**config.mk**
```make
export PLATFORM = sky130hd
export DESIGN_NAME = tpulse_gen
export DESIGN_NICKNAME = d
export VERILOG_FILES = /design/src/rtl/tpulse_gen.sv
export SDC_FILE = /design/constraint.sdc
export NUM_CORES = 1
export LEC_CHECK = 0
export BUFFER_PORTS_ARGS = -buffer_cell sky130_fd_sc_hd__buf_2
export CORE_ASPECT_RATIO = 1.5
export CORE_MARGIN = 2
export CORE_UTILIZATION = 60
export CTS_BUF_LIST = sky130_fd_sc_hd__clkbuf_8
export CTS_CLUSTER_DIAMETER = 60
export CTS_CLUSTER_SIZE = 30
export DETAILED_ROUTE_END_ITERATION = 16
export GPL_TIMING_DRIVEN = 0
export PLACE_DENSITY_LB_ADDON = 0.25
export SYNTH_ARGS = -nofsm -noshare
export SYNTH_HDL_FRONTEND = slang
export SYNTH_SLANG_ARGS = --single-unit
```
**constraint.sdc**
```tcl
create_clock -name clk -period 2.42 [get_ports clk]
set_input_delay 0.121 -clock clk [delete_from_list [all_inputs] [get_ports clk]]
set_output_delay 0.121 -clock clk [all_outputs]
set_load 0.05 [all_outputs]
```
**src/rtl/tpulse_gen.sv**
```systemverilog
module tpulse_gen #(
  parameter int OSC_LOG2      = 15,
  parameter int TICKS_PER_SEC = 64
) (
  input  logic       clk,
  input  logic       rst_n,
  input  logic       cmd_stb,
  input  logic       cmd_ser,
  input  logic [3:0] cmd,
  output logic       tp_oe_n
);
  localparam int PRE_W  = OSC_LOG2 - 5;
  localparam int TICK_W = OSC_LOG2 - 6;
  localparam int T4K    = OSC_LOG2 - 13;
  localparam int T2K    = OSC_LOG2 - 12;
  localparam int T256   = OSC_LOG2 - 9;
  localparam int T64    = OSC_LOG2 - 7;
  localparam int T32    = OSC_LOG2 - 6;
  localparam int CNT_W  = $clog2(60 * TICKS_PER_SEC + 1);
  localparam int HW     = CNT_W - 1;

  typedef enum logic [2:0] {
    SRC_64, SRC_32, SRC_256, SRC_2K, SRC_4K, SRC_LOW, SRC_IVL
  } src_t;

  logic [PRE_W-1:0] div;
  src_t             src;
  logic             ivl_run, ivl_flag;
  logic [CNT_W-1:0] ivl_cnt, nxt;
  logic [HW-1:0]    ivl_half, new_half;
  logic             lvl;

  wire par      = cmd_stb && !cmd_ser;
  wire ser      = cmd_stb && cmd_ser;
  wire par_act  = par && (cmd[2:0] != 3'd7);
  wire ser_fix  = ser && (cmd[3:2] == 2'b01);
  wire ser_set  = ser && (cmd[3:2] == 2'b10);
  wire ser_clr  = ser && (cmd == 4'd12);
  wire ser_run  = ser && (cmd == 4'd13);
  wire ser_stop = ser && (cmd == 4'd14);
  wire tick     = &div[TICK_W-1:0];
  wire adv      = ivl_run && tick && !(par_act || ser_fix || ser_set || ser_run || ser_stop);

  assign nxt = ivl_cnt + 1'b1;

  always_comb begin
    case (cmd[1:0])
      2'd0:    new_half = HW'(TICKS_PER_SEC / 2);
      2'd1:    new_half = HW'(10 * TICKS_PER_SEC / 2);
      2'd2:    new_half = HW'(30 * TICKS_PER_SEC / 2);
      default: new_half = HW'(60 * TICKS_PER_SEC / 2);
    endcase
  end

  always_ff @(posedge clk or negedge rst_n) begin
    if (!rst_n) div <= '0;
    else        div <= div + 1'b1;
  end

  always_ff @(posedge clk or negedge rst_n) begin
    if (!rst_n) begin
      src <= SRC_64;
    end else if (par_act) begin
      case (cmd[2:0])
        3'd0, 3'd4: src <= SRC_64;
        3'd1, 3'd3: src <= SRC_32;
        3'd2:       src <= SRC_LOW;
        3'd5:       src <= SRC_256;
        default:    src <= SRC_2K;
      endcase
    end else if (ser_fix) begin
      case (cmd[1:0])
        2'd0:    src <= SRC_64;
        2'd1:    src <= SRC_256;
        2'd2:    src <= SRC_2K;
        default: src <= SRC_4K;
      endcase
    end else if (ser_set || ser_run) begin
      src <= SRC_IVL;
    end
  end

  always_ff @(posedge clk or negedge rst_n) begin
    if (!rst_n) begin
      ivl_run  <= 1'b0;
      ivl_cnt  <= '0;
      ivl_flag <= 1'b0;
      ivl_half <= HW'(TICKS_PER_SEC / 2);
    end else begin
      if (par_act || ser_fix || ser_stop) ivl_run <= 1'b0;
      else if (ser_set || ser_run)        ivl_run <= 1'b1;

      if (ser_set) ivl_half <= new_half;

      if (ser_set || ser_run) ivl_cnt <= '0;
      else if (adv)           ivl_cnt <= (nxt == {ivl_half, 1'b0}) ? '0 : nxt;

      if (ser_set || ser_clr) ivl_flag <= 1'b0;
      else if (adv) begin
        if (nxt == {1'b0, ivl_half})      ivl_flag <= 1'b1;
        else if (nxt == {ivl_half, 1'b0}) ivl_flag <= 1'b0;
      end
    end
  end

  always_comb begin
    case (src)
      SRC_64:  lvl = div[T64];
      SRC_32:  lvl = div[T32];
      SRC_256: lvl = div[T256];
      SRC_2K:  lvl = div[T2K];
      SRC_4K:  lvl = div[T4K];
      SRC_IVL: lvl = ivl_flag;
      default: lvl = 1'b0;
    endcase
  end

  assign tp_oe_n = lvl;
endmodule

```
* Yosys cells after proc, flatten, opt, wreduce, memory -nomap -nowiden
Index checks and enable logic that the tools add are counted.
** Word-level totals
- Register bits :: 38
- Latch bits :: 0
- Memory bits (writable) :: 0
- Bits in read-only memories :: 0
- Input bits :: 8
- Output and inout bits :: 1
- Word-level logic and storage cells :: 75
- Memories :: 0
** Operators by class
- Add/subtract/negate cells :: 2
- $mul :: 0
- Div/mod/pow operators :: 0
- Order comparisons :: 0
- Equal/unequal tests :: 20
- Shift operators :: 0
- Muxes and demuxes :: 16
- Bitwise operators :: 0
- Reduce and logical (&&, ||, !) cells :: 31
** Operator list (number)
- 12-bit 2-to-1 mux :: 3
- 11-bit one-hot mux with 3 select lines :: 1
- 12-bit by 1-bit adder with 12-bit output (second input constant) :: 1
- 12-bit by 11-bit == test with 1-bit output :: 1
- 12-bit == test :: 1
- 3-bit by 2-bit == test with 1-bit output (second input constant) :: 4
- 3-bit == test (second input constant) :: 4
- 4-bit == test (second input constant) :: 3
- 3-bit one-hot mux with 4 select lines :: 1
- 10-bit by 1-bit adder with 10-bit output (second input constant) :: 1
- 1-bit logical AND :: 10
- 3-bit 2-to-1 mux :: 3
- 3-bit one-hot mux with 3 select lines :: 1
- 9-bit AND reduction :: 1
- 1-bit logical OR :: 7
- 3-bit by 1-bit == test with 1-bit output (second input constant) :: 2
- 3-bit logical NOT :: 2
- 1-bit 2-to-1 mux :: 6
- 1-bit one-hot mux with 6 select lines :: 1
- 2-bit nonzero test :: 3
- 3-bit nonzero test :: 2
- 2-bit by 1-bit == test with 1-bit output (second input constant) :: 2
- 2-bit == test (second input constant) :: 2
- 2-bit OR reduction :: 2
- 4 further kinds :: 5

* Logic depth before layout (Yosys ltp)
Gate-level depths: netlist of run 1.
- Word-level depth :: 11
- Depth in mapped cells :: 10
- Gate-level depth less buffers :: 9

* Worst setup path before layout of run 1
OpenSTA, ideal clock, no wires.
- Path kind :: reg2reg
- From :: register ivl_cnt[0]
- To :: register ivl_cnt[11]
- Library setup time :: 0.126 ns
- Data arrival time :: 2.095 ns
- Data required time :: 2.294 ns
- Setup slack :: 0.199 ns
- Stages on the path, launching flop included :: 9
- Path buffers :: 0
- Clock period less this slack :: 2.221 ns
- Cells stage by stage :: dfrtp_1 ha_1 and4_4 nand2_4 o311ai_0 o211a_1 a31oi_4 and3_1 a221o_1
** On the way
- Longest elaborated chain between the ends :: 5
** Ends and longest elaborated chain
- start: declaration :: line 29 : logic [CNT_W-1:0] ivl_cnt, nxt;
- start signal: assignment :: line 96 : else if (adv) ivl_cnt <= (nxt == {ivl_half, 1'b0}) ? '0 : nxt;
- 12-bit by 1-bit adder with 12-bit output * :: line 44 : assign nxt = ivl_cnt + 1'b1;
- 12-bit == test :: line 96
- 12-bit 2-to-1 mux * (2 in series) :: line 96
- 12-bit 2-to-1 mux * :: line 95 : if (ser_set || ser_run) ivl_cnt <= '0;
Mark *: on every way between the ends. The rest lies on a longest branch, timed or not. The select of a mux whose other input is x is not followed.
A chain may end at the register's enable or synchronous reset.

* Final worst setup path of run 1
- From :: register ivl_cnt[0]
- To :: register ivl_flag
** On the way
- Longest elaborated chain between the ends :: 5
- Elaborated cells on any way between the ends :: 8
- Those cells by class :: add/sub (1); eq/ne (2); mux (3); reduce/logical (2)
** Ends and longest elaborated chain
- 12-bit by 1-bit adder with 12-bit output * :: line 44
- 12-bit by 11-bit == test with 1-bit output :: line 100 : if (nxt == {1'b0, ivl_half}) ivl_flag <= 1'b1;
- 1-bit 2-to-1 mux :: line 100
- 1-bit 2-to-1 mux :: line 99 : else if (adv) begin
- 1-bit 2-to-1 mux :: line 98 : if (ser_set || ser_clr) ivl_flag <= 1'b0;
- end signal: assignment :: line 98
- end signal: assignment :: line 100
- end signal: assignment :: line 101 : else if (nxt == {ivl_half, 1'b0}) ivl_flag <= 1'b0;
- end: declaration :: line 28 : logic ivl_run, ivl_flag;
Marked as above.

==> results of run 1 <==
==> metrics by stage <==
| step | utilization [%] | cell area, um^2 |
|---|---|---|
| after detailed placement | 63.84 | 2286 |
| after CTS | 67.23 | 2407 |
| final | 67.78 | 2427 |
| after global routing | 67.78 | 2427 |
| after floorplan | - | 2202 |
| after global placement | 63.84 | 2286 |
==> routing by layer <==
metal  vias to the layer above  share of wire (%)
met3                        12                3.3
met2                        42                 53
met4                         0                2.7
li1                        916                  -
met1                       881                 41
met5                         -                  0
==> timing repair <==
action                                  in CTS  in global routing
endpoints found under the setup margin      11                 12
hold buffers                                 1                  0
pin swaps                                    1                  0
endpoints found under the hold margin       31                  0
resized for setup                            2                  3
setup buffers                                2                  1
==> cell type report <==
cell class	instances	area (um^2)	share of cell area [%]
plain buffers	15	85.08	3.505
clock buffers	6	82.58	3.402
clock inverters	2	11.26	0.4639
inverters	7	26.28	1.082
multi-input cells	190	1301	53.61
flip-flops and latches	32	804.5	33.14
well taps	43	53.80	2.216
repair buffers	10	62.56	2.577
==> placed cells by master, fill, tap and decap left out, types with 2 or more instances in the layout <==
cell type and n:
buf_2 10, inv_1 8, clkbuf_8 6, nor2_1 12, a31oi_1 5, o21ai_0 15, nand3_1 19, xnor2_1 11
a211oi_1 3, nand4_1 6, mux2_2 5, nor3_1 7, mux2i_1 3, dfrtp_2 2, clkbuf_1 4, nand2_1 26
ha_1 9, a21oi_1 11, nand3b_1 2, o211ai_1 2, nor2b_1 5, buf_4 9, o22a_1 2, a22o_1 4
dfrtp_1 29, a21o_2 2, nand2b_1 2, xor2_1 8, and4_1 3, and3_1 5, or3_1 2
==> state kept, by name, summed over array words and instances, names as in the netlist <==
| register | cells |
|---|---|
| ivl_flag | 1 |
| ivl_cnt | 12 |
| ivl_half | 5 |
| div | 10 |
| ivl_run | 1 |
| src | 3 |
==> final timing paths <==
kind / endpoint / depth (start not counted)
max in group asynchronous: ivl_cnt[0] / 2
setup / recovery: ivl_flag / 8
setup reg to reg: ivl_flag / 8
hold reg to reg: div[9] / 1
hold / removal: src[0] / 2
min in group asynchronous: ivl_cnt[9] / 2
==> cell families (layout without fill, tap and decap cells) <==
group,after synthesis,after routing,share of synthesized area [%]
flops,32,32,36.42
fa+ha+maj,10,10,5.682
simple gates,96,96,22.78
buf+inv,22,40,5.057
xor+xnor,19,19,7.557
compound gates,56,56,17.56
mux,9,9,4.943
==> worst max-delay path, cell delays in order (launching register included) <==
cell and delay [ns]:
dfrtp_2 0.43, ha_4 0.18, and4_4 0.28, nand2_4 0.08, or3_1 0.31, a31oi_1 0.18
a21oi_1 0.11, or4_1 0.53, o21ai_1 0.13
==> power by group <==
group | switching [uW] | internal [uW]
combinational | 80.2 | 72.7
clock | 205 | 227
sequential | 39.3 | 563
total | 325 | 863
==> results.py, run 1 <==
metrics = {
    "detailed_routing": {
        "wl_per_cell_um": 15.00,
        "vias_per_cell": 6.069,
        "dr.pass1.iters": 4,
        "drc": 0,
        "drtIter0Drc": 62,
        "drtAntennaViolNets": 0,
        "vias": 1851,
        "routed_wl_um": 4576,
    },
    "cts": {
        "cts_tree": "done",
        "htreeDepth": 2,
        "cts_sinks": 32,
        "cts_buffer_depth": 2,
        "clock_latency_ns": 0.29,
        "cts_root_buf": "clkbuf_8",
        "path_clk_slew_ns": 0.07,
        "cts_buffers": 5,
    },
    "floorplan": {
        "fp.coreArea_um2": 3581,
        "num_rows": 27,
        "die_w_um": 53.47,
        "initial_core_util_pct": 61.50,
        "die_h_um": 78.20,
        "dieArea_um2": 4181,
        "io_pins": 9,
    },
    "synthesis": {
        "mappedNetlistNets": 262,
        "syn_area_per_cell_um2": 9.025,
        "ys.flop_type": "dfrtp_1",
        "ys_types": 51,
        "yosysMostFrequentCell": "dfrtp_1",
        "ys_warn_count": 0,
        "yosys.area.top_type": "dfrtp_1",
        "syn_area_um2": 2202,
        "synth_cells": 244,
        "yosysSeqAreaShare_pct": 36.42,
        "synth_enable_flop_cells": 0,
        "ys_async_sr_fraction_pct": 100.0,
        "synth_commonest_cells": "dfrtp_1, nand2_1, nand3_1",
        "ys_ff_latch": 32,
        "netlist.area_leader.share_pct": 35.23,
        "ys_top_cells_by_area": "dfrtp_1, ha_1, nand2_1",
    },
    "pwr": {
        "irDropWorstVdd_uv": 396.7,
        "p_leak_uw": 0.001095,
        "power.density_nw_per_um2": 489.2,
        "total_power_uw": 1188,
    },
    "setup_path": {
        "r2r_slack_ns": 0.11,
        "cp.arrival_ns": 2.52,
        "setup.worst_path.start": "ivl_cnt[0]",
        "worstPathMaxFanout": 7,
        "end_kind": "flop",
        "r2r-start": "ivl_cnt[0]",
        "start_kind": "flop",
        "critPathKind": "reg2reg",
        "cp.required_ns": 2.63,
    },
    "global_route": {
        "grt_pass1_wl_um": 7652,
        "groute.usage.overall_pct": 24.87,
        "busiest_layer": "met2",
        "use_met2_pct": 41.85,
        "gr-total-overflow": 0,
        "grt_pass1_vias": 1692,
        "antenna_found_initial": 0,
        "use_met1_pct": 29.09,
        "grt_max_degree": 33,
        "grt_use_met3_pct": 4.563,
    },
    "final_layout": {
        "instances_no_fill": 305,
        "nets": 279,
        "fill_cells": 316,
        "syn2layout_area_growth_pct": 10.23,
        "drive_gt1_share_pct": 17.18,
        "antennaDiodeCount": 0,
    },
    "place": {
        "port_buffers": 6,
        "pre_cts_slack_ns": -0.08658,
        "place_inst": 293,
        "hpwl_um": 3365,
        "routabilityCongestion": 0.8749,
    },
    "timing": {
        "setup_tns_ns": 0,
        "fin_crit_sh_pct": 95.48,
        "hold_viol": 0,
        "hold_ws_ns": 0.1082,
        "setup_violations": 0,
        "worst_clock_skew_ns": 0.003228,
        "final_max_slew_viol_count": 0,
        "worst_slack_ns": 0.1094,
        "relSlewSlack_pct": 53.38,
        "tightest_slew_ns": 0.6994,
        "period_needed_ns": 2.311,
        "fmax_mhz": 432.8,
    },
    "status": {
        "status": "completed",
    },
    "min_path": {
        "hp-class": "in2reg",
        "min-delay-start": "cmd_stb",
    },
    "flow_run": {
        "cap_violations": 0,
    },
}
No activity file was read; power rests on OpenSTA's default activity.
==> inputs of run 2 (changes only) <==
--- a/config.mk
+++ b/config.mk
@@ -14,6 +14,7 @@
 export CTS_CLUSTER_SIZE = 30
 export DETAILED_ROUTE_END_ITERATION = 16
 export GPL_TIMING_DRIVEN = 0
+export HOLD_SLACK_MARGIN = 0.12
 export PLACE_DENSITY_LB_ADDON = 0.25
 export SYNTH_ARGS = -nofsm -noshare
 export SYNTH_HDL_FRONTEND = slang
==> results.py, run 2 (synthesis gave the netlist of run 1 again) <==
metrics = {
    "floorplan": {
        "die_w_um": 53.47,
        "die_h_um": 78.20,
        "initial_core_util_pct": 61.50,
        "num_rows": 27,
        "fp.coreArea_um2": 3581,
        "dieArea_um2": 4181,
        "io_pins": 9,
    },
    "setup_path": {
        "rr_worst_depth": 8,
        "crit_end": "ivl_flag",
        "worstPathMaxFanout": 7,
        "r2r-start": "ivl_cnt[0]",
        "crit_buf_inv": 0,
        "end_kind": "flop",
        "critical-path-max-stage-delay_ns": 0.53,
        "rr_endpoint": "ivl_flag",
        "crit_cells": 8,
        "cp.required_ns": 2.63,
        "critPathTopFamily": "simple AND/OR/NAND/NOR gates",
        "cp.arrival_ns": 2.52,
        "critPathKind": "reg2reg",
        "cp_slowest_cell": "or4_1",
        "r2r_slack_ns": 0.11,
        "start_kind": "flop",
        "setup.worst_path.start": "ivl_cnt[0]",
        "crit_chain": "ha_4, and4_4, nand2_4, or3_1, a31oi_1, a21oi_1, or4_1, o21ai_1",
    },
    "detailed_routing": {
        "drtIter0Drc": 73,
        "dr.pass1.iters": 6,
        "drtAntennaViolNets": 0,
        "wl_per_cell_um": 15.10,
        "vias": 1839,
        "vias_per_cell": 6.010,
        "drc": 0,
        "routed_wl_um": 4620,
    },
    "global_route": {
        "groute.usage.overall_pct": 24.99,
        "antenna_found_initial": 0,
        "gr-total-overflow": 0,
        "grt_pass1_vias": 1704,
        "grt_pass1_wl_um": 7686,
        "grt_max_degree": 33,
    },
    "timing": {
        "fmax_mhz": 433.6,
        "setup_tns_ns": 0,
        "final_max_slew_viol_count": 0,
        "relSlewSlack_pct": 52.97,
        "fin_crit_sh_pct": 95.29,
        "tightest_slew_ns": 0.7054,
        "period_needed_ns": 2.306,
        "worst_clock_skew_ns": 0.004352,
        "setup_violations": 0,
        "hold_viol": 0,
    },
    "pwr": {
        "p_comb_share_pct": 13.0,
        "sequentialPowerShare_pct": 50.8,
        "power.switching_uw": 322.3,
        "p_leak_uw": 0.001099,
        "swShare_pct": 27.17,
        "p_int_uw": 863.9,
        "power.density_nw_per_um2": 486.7,
        "p_clk_share_pct": 36.2,
        "irDropWorstVdd_uv": 397.7,
    },
    "final_layout": {
        "syn2layout_area_growth_pct": 10.68,
        "finish.utilization_pct": 68.06,
        "largest_reg_flops": 12,
        "top_regs": "ivl_cnt (12), div (10), ivl_half (5)",
        "nets": 280,
        "final_common_cell": "dfrtp_1",
        "antennaDiodeCount": 0,
        "regMostFlops": "ivl_cnt",
        "drive_gt1_share_pct": 17.11,
        "final_cell_mix": "dfrtp_1, nand2_1, nand3_1, o21ai_0, nor2_1",
    },
    "cts": {
        "cts_sinks": 32,
        "cts_buffer_depth": 2,
        "clock_latency_ns": 0.29,
        "path_clk_slew_ns": 0.07,
        "cts_tree": "done",
        "htreeDepth": 2,
        "cts_root_buf": "clkbuf_8",
        "cts_buffers": 5,
    },
    "place": {
        "routabilityCongestion": 0.8749,
        "hpwl_um": 3365,
        "port_buffers": 6,
    },
    "flow_run": {
        "cap_violations": 0,
    },
    "min_path": {
        "hp-class": "in2reg",
    },
    "status": {
        "status": "completed",
    },
}
run 2: power groups by stage:
stage               sequential (uW)  clock (uW)  combinational, uW
floorplan                       599           0                114
global placement                610           0                149
detailed placement              613           0                152
CTS                             602         444                155
global route                    607         462                172
finish                          603         429                154
run 2: stage by stage:
step | std cells | setup slack, ns | instance area (um^2) | power, uW | hold WS (ns)
2_1_floorplan | 244 | 0.1991 | 2202 | 713.1 | -0.1746
3_3_place_gp | 293 | -0.06298 | 2286 | 759.7 | 0.2120
3_5_place_dp | 293 | -0.08658 | 2286 | 764.6 | 0.2180
4_1_cts | 305 | 0.008360 | 2417 | 1202 | 0.1202
5_1_grt | 306 | -0.01365 | 2437 | 1241 | 0.1411
6_report | 306 | 0.1140 | 2437 | 1186 | 0.1284
run 2: worst min path at each step:
stage                       from     endpoint  slack [ns]  cells past startpoint
after floorplan            rst_n       div[0]       -0.17                      0
after global placement     rst_n  ivl_cnt[10]        0.21                      1
after detailed placement   rst_n  ivl_cnt[10]        0.22                      1
after CTS                 cmd[2]      ivl_run        0.12                      2
after global routing      cmd[2]      ivl_run        0.14                      2
final                     cmd[2]      ivl_run        0.13                      2
run 2: worst reg2reg max path: stages (launching register included):
cell and delay, ns:
dfrtp_2 0.43, ha_4 0.19, and4_4 0.28, nand2_4 0.08
or3_1 0.31, a31oi_1 0.17, a21oi_1 0.10, or4_1 0.53
o21ai_1 0.13
run 2: per-layer routing:
layer | track usage (%) | vias up | part of all wire (%)
met3 | 4.563 | 12 | 3.0
met4 | 12.56 | 0 | 2.7
met5 | 0 | - | 0
met2 | 42.22 | 37 | 53
met1 | 29.09 | 873 | 42
li1 | - | 917 | -
run 2: layout make-up:
type | count | area [um^2]
clock buffer | 6 | 82.58
clock inverter | 2 | 11.26
fill | 315 | 1144
tap | 43 | 53.80
timing repair buffer | 11 | 72.57
multi-input combinational | 190 | 1301
inverter | 7 | 26.28
sequential | 32 | 804.5
buffer | 15 | 85.08
run 2: what timing repair did:
item                       CTS  global route
pin swaps                    1             0
setup endpoints to repair   11            12
hold endpoints to repair    32             0
hold buffers                 2             0
buffers inserted             2             1
gates resized for setup      2             3
